### config.mk
export PLATFORM = sky130hd
export DESIGN_NAME = vmg_top
export DESIGN_NICKNAME = d
export VERILOG_FILES = /design/src/rtl/vmg_pkg.sv /design/src/rtl/vmg_byte_fill.sv /design/src/rtl/vmg_run_lane.sv /design/src/rtl/vmg_run_sel.sv /design/src/rtl/vmg_top.sv
export SDC_FILE = /design/constraint.sdc
export NUM_CORES = 1
export LEC_CHECK = 0
export BUFFER_PORTS_ARGS = -buffer_cell sky130_fd_sc_hd__buf_2
export CORE_MARGIN = 1
export CORE_UTILIZATION = 45
export CTS_CLUSTER_DIAMETER = 60
export DETAILED_ROUTE_END_ITERATION = 7
export PLACE_DENSITY = 0.69
export RECOVER_POWER = 50
export SETUP_SLACK_MARGIN = 0.1
export SYNTH_ARGS = -nofsm -noshare
export SYNTH_HDL_FRONTEND = slang
export SYNTH_HIERARCHICAL = 1
export SYNTH_SLANG_ARGS = --single-unit
### constraint.sdc
create_clock -name clk -period 4.5 [get_ports clk]
set_clock_uncertainty 0.05 [all_clocks]
set_input_delay 1.125 -clock clk [delete_from_list [all_inputs] [get_ports clk]]
set_output_delay 1.125 -clock clk [all_outputs]
set_load 0.05 [all_outputs]
### src/rtl/vmg_pkg.sv
`timescale 1ns/1ps
package vmg_pkg;

    localparam int VMG_VEC_W   = 128;
    localparam int VMG_POS_W   = 6;
    localparam int VMG_ESZ_W   = 3;
    localparam int VMG_SIZES   = 4;
    localparam int VMG_BYTE_W  = 8;

    typedef enum logic {
        MODE_BYTES = 1'b0,
        MODE_RUN   = 1'b1
    } vmg_mode_e;

    typedef struct packed {
        logic [VMG_VEC_W-1:0] mask;
        logic                 err;
    } vmg_result_t;

    // Width in bits of an element for a given size code.
    function automatic int elem_bits(input int code);
        return VMG_BYTE_W << code;
    endfunction

    // Log2 of the element width for a given size code.
    function automatic int elem_log2(input int code);
        return 3 + code;
    endfunction

endpackage

### src/rtl/vmg_byte_fill.sv
`timescale 1ns/1ps
module vmg_byte_fill #(
    parameter int VEC_W  = vmg_pkg::VMG_VEC_W,
    parameter int BYTE_W = vmg_pkg::VMG_BYTE_W,
    localparam int NBYTES = VEC_W / BYTE_W
) (
    input  logic [NBYTES-1:0] imm,
    output logic [VEC_W-1:0]  mask
);
    // Each immediate bit is copied into every bit of the byte it selects.
    for (genvar k = 0; k < NBYTES; k++) begin : g_byte
        assign mask[k*BYTE_W +: BYTE_W] = {BYTE_W{imm[k]}};
    end
endmodule

### src/rtl/vmg_run_lane.sv
`timescale 1ns/1ps
module vmg_run_lane #(
    parameter int VEC_W = vmg_pkg::VMG_VEC_W,
    parameter int CODE  = 0,
    localparam int W    = vmg_pkg::elem_bits(CODE),
    localparam int LW   = vmg_pkg::elem_log2(CODE)
) (
    input  logic [LW-1:0]    first,
    input  logic [LW-1:0]    last,
    output logic [VEC_W-1:0] mask
);
    logic wrap;
    assign wrap = (first > last);

    // Position p counts from the element MSB; bit j of a lane is position W-1-j.
    for (genvar i = 0; i < VEC_W; i++) begin : g_bit
        localparam int J = i % W;
        localparam logic [LW-1:0] P = LW'(W - 1 - J);
        logic after_first;
        logic before_last;
        assign after_first = (P >= first);
        assign before_last = (P <= last);
        assign mask[i] = wrap ? (after_first | before_last)
                              : (after_first & before_last);
    end
endmodule

### src/rtl/vmg_run_sel.sv
`timescale 1ns/1ps
module vmg_run_sel #(
    parameter int VEC_W = vmg_pkg::VMG_VEC_W,
    parameter int POS_W = vmg_pkg::VMG_POS_W,
    parameter int ESZ_W = vmg_pkg::VMG_ESZ_W,
    parameter int SIZES = vmg_pkg::VMG_SIZES
) (
    input  logic [ESZ_W-1:0] esz,
    input  logic [POS_W-1:0] first,
    input  logic [POS_W-1:0] last,
    output logic [VEC_W-1:0] mask,
    output logic             err
);
    logic [VEC_W-1:0] lane_mask [SIZES];

    for (genvar c = 0; c < SIZES; c++) begin : g_size
        localparam int LW = vmg_pkg::elem_log2(c);
        vmg_run_lane #(
            .VEC_W (VEC_W),
            .CODE  (c)
        ) u_lane (
            .first (first[LW-1:0]),
            .last  (last[LW-1:0]),
            .mask  (lane_mask[c])
        );
    end

    always_comb begin
        err  = (int'(esz) >= SIZES);
        mask = '0;
        for (int c = 0; c < SIZES; c++) begin
            if (int'(esz) == c) begin
                mask = lane_mask[c];
            end
        end
    end
endmodule

### src/rtl/vmg_top.sv
`timescale 1ns/1ps
module vmg_top #(
    parameter int VEC_W = vmg_pkg::VMG_VEC_W,
    parameter int POS_W = vmg_pkg::VMG_POS_W,
    parameter int ESZ_W = vmg_pkg::VMG_ESZ_W,
    localparam int IMM_W = VEC_W / vmg_pkg::VMG_BYTE_W
) (
    input  logic             clk,
    input  logic             rst,
    input  logic             in_valid,
    input  logic             in_mode,
    input  logic [ESZ_W-1:0] in_esz,
    input  logic [IMM_W-1:0] in_imm,
    input  logic [POS_W-1:0] in_first,
    input  logic [POS_W-1:0] in_last,
    output logic [VEC_W-1:0] out_mask,
    output logic             out_valid,
    output logic             out_err
);
    import vmg_pkg::*;

    logic [VEC_W-1:0] byte_mask;
    logic [VEC_W-1:0] run_mask;
    logic             run_err;
    vmg_mode_e        mode;
    vmg_result_t      nxt;
    vmg_result_t      res_q;
    logic             valid_q;

    assign mode = vmg_mode_e'(in_mode);

    vmg_byte_fill #(.VEC_W(VEC_W)) u_bytes (
        .imm  (in_imm),
        .mask (byte_mask)
    );

    vmg_run_sel #(
        .VEC_W (VEC_W),
        .POS_W (POS_W),
        .ESZ_W (ESZ_W)
    ) u_run (
        .esz   (in_esz),
        .first (in_first),
        .last  (in_last),
        .mask  (run_mask),
        .err   (run_err)
    );

    always_comb begin
        nxt = '0;
        unique case (mode)
            MODE_BYTES: begin
                nxt.mask = byte_mask;
                nxt.err  = 1'b0;
            end
            MODE_RUN: begin
                nxt.mask = run_err ? '0 : run_mask;
                nxt.err  = run_err;
            end
            default: nxt = '0;
        endcase
    end

    always_ff @(posedge clk) begin
        if (rst) begin
            res_q   <= '0;
            valid_q <= 1'b0;
        end else begin
            valid_q <= in_valid;
            if (in_valid) begin
                res_q <= nxt;
            end else begin
                res_q.err <= 1'b0;
            end
        end
    end

    assign out_mask  = res_q.mask;
    assign out_err   = res_q.err;
    assign out_valid = valid_q;
endmodule

==> results.md <==
- Status: finished, violations left
- Violated checks: max-capacitance violations, max-slew violations
- Commonest non-fill, non-tap cell in the layout: mux2i_1
- Drt total wl: about 63000 um
- Commonest cells after routing, fill and taps aside: mux2i_1 (256), nor2_1 (185), nand2b_1 (131)
- DR vias/cell: 6.14
- Clk_lat worst skew: between 400 and 500 ps
- Normalized max-slew margin: -47.0%
- Synthesized cell area: approximately 18000 um2
- WL per Instance: about 27 um
- # IOs: roughly 170
- CP startpoint kind: primary input
- DRC: 0
- Layout area overhead: -12.0%
- Final period util: a little under 90%
- RSZ-0062 raised after global routing: false
- Post-synth top flop: dfxtp_1
- H-tree lvl count: 4
- Iter 0 DRT Violations: 1846
- Die Y: just over 200 um
- Cells on worst reg2reg path: 2
- Floorplan core area: about 39000 um2
- Max Cap Viol: 1
- Max Clock Freq: between 0.2 and 0.3 GHz
- Initial core utilization: roughly 46%
- Share of synthesized registers carrying an async set or reset: 0%
- Routed vias: ~14000
- CTS tree: built
- CP Class: in2reg
- CTS Hold Bufs: 0
- Detailed Routing Iterations Pass 1: 6
- Worst-path clk slew: 60 ps
- Sequential element share of the synthesized area: 14.5%
- Vias in the first global route: roughly 13000
- CTS resizes: 0
- Max FO, Critical Path: around 110
- Library cells used by synthesis: between 50 and 60
- Synth Warn #: 6
- Antenna Violating Nets Remaining: 0
- Nets: 1862
- Fin. Hold Viols: 0
- Die Footprint: approximately 41000 um2
- Largest net degree at the start of global routing: 130
- Port bufs: 164
- Syn Nets: roughly 2300
- Proportion of layout cells with a drive suffix above 1: between 15 and 20%
- Post-route minimum period: around 3900 ps
- Final core utilization: 40.6%
- Required time of the critical path: 4810 ps
- Synth Area per Inst: just over 8 um2
- Root buf cell: clkbuf_16
- Worst setup EP type: register
- Number of synthesized flops with an enable pin: 0
- Measured slew at the worst slew-check pin: between 2000 and 2500 ps
- Initial antenna violation count: 0
- First-pass GRT wire length: around 91000 um
- Row cnt: a little over 70
- Gr usage total: 30.0%
- Mapped Cells: between 2000 and 2500
- Max Slew Vio Count: about 110
- Total clock sinks: 130
- Die extent in x: ~200 um
- Maximum root-to-sink buffer count: 2
- Tightest Hold Check Type: reg2reg
- Setup violations, final: 0
- Post-CTS setup buffer count: 0
- PwrDens: about 330 nW/um2
- CTS Buf Count: 17
- Leakage power: slightly above 6 nW
- Hold path depth: 2
- Worst path arrival time: approximately 4200 ps
- Final setup TNS: 0 ps
- HPWL Detailed: ~46000 um
- Synthesized flop and latch total: 130
- Peak supply drop: roughly 180 uV
- GPL Wtd Cong: approximately 1.1
- Total gr overflow: 0
[critical path, stage by stage]
cell	delay, ps
clkbuf_2	1550
clkbuf_4	1030
nor2_1	150
a311oi_2	270
[cells by family after synthesis]
group	Yosys count	share of synthesized area, %
buffers and inverters	740	29.5
adder cells (fa/ha/maj)	128	8.07
AND/OR/NAND/NOR	573	17.4
multiplexers	256	14.2
AO/OA/AOI/OAI	395	16.4
flip-flops	130	14.5
[report_power, final]
| group | switching [mW] | internal (mW) | total (mW) | leakage [nW] |
|---|---|---|---|---|
| Clock | 0.607 | 0.944 | 1.55 | 0.306 |
| Combinational | 1.56 | 0.772 | 2.33 | 4.69 |
| Sequential | 0.0518 | 1.23 | 1.28 | 1.08 |
| Total | 2.22 | 2.95 | 5.17 | 6.07 |
[Yosys cell counts (5+ instances only)]
master | n | area share (%)
nand2b_1 | 132 | 4.6
o21ai_0 | 49 | 1.4
a311oi_2 | 29 | 2.4
a21oi_1 | 51 | 1.4
dfxtp_1 | 130 | 14
inv_1 | 25 | 0.52
ha_1 | 18 | 1.3
buf_2 | 52 | 1.4
mux2i_1 | 256 | 14
o31ai_1 | 6 | 0.25
buf_4 | 524 | 22
a31oi_1 | 8 | 0.28
or2_2 | 5 | 0.17
buf_12 | 14 | 1.6
a311oi_1 | 99 | 4.8
buf_8 | 9 | 0.75
and2_1 | 7 | 0.24
nor3_1 | 11 | 0.31
o22ai_1 | 128 | 4.5
nor2_1 | 185 | 3.9
maj3_1 | 10 | 0.56
a21o_1 | 7 | 0.29
nand3b_1 | 128 | 5.3
clkbuf_1 | 85 | 1.8
nand3_1 | 21 | 0.58
buf_6 | 21 | 1.3
maj3_2 | 100 | 6.3
nand2_1 | 57 | 1.2
[stage by stage]
step | setup WS, ps | std cells | power [mW] | instance area (um2) | hold slack [ps]
finish | 586 | 2341 | 5.17 | 15800 | 431
global route | 358 | 2340 | 5.34 | 15800 | 448
CTS | 799 | 2340 | 5.16 | 16000 | 434
detailed placement | 326 | 2308 | 3.60 | 15400 | 426
global placement | 360 | 2308 | 3.59 | 15400 | 421
floorplan | 619 | 2222 | 3.55 | 18000 | 649
[cell type report]
type	instances	area [um2]
diodes	1	2.50
clock buffers	17	425
clock inverters	15	220
fillers	4048	23200
inverters	30	113
multi-input cells	1352	10100
flip-flops and latches	130	2600
well taps	518	648
repair buffers	278	1720
[per-layer routing]
metal	part of all wire (%)	track usage [%]
met3	8.4	6.06
met2	44	45.5
met4	4.5	13.9
met5	0	0
met1	43	40.4
[sequential cells by signal, summed over array words and instances, names as in the netlist]
signal,cells
out_mask,128
out_err,1
out_valid,1
[final timing paths]
check,start,end,slack [ps]
worst max-delay path,in_valid,out_mask[115],590
worst max register to register,out_mask[39],out_mask[39],3530
worst min register to register,out_mask[127],out_mask[127],430
worst min-delay path,out_mask[127],out_mask[127],430
(Power assumes the default switching activity.)
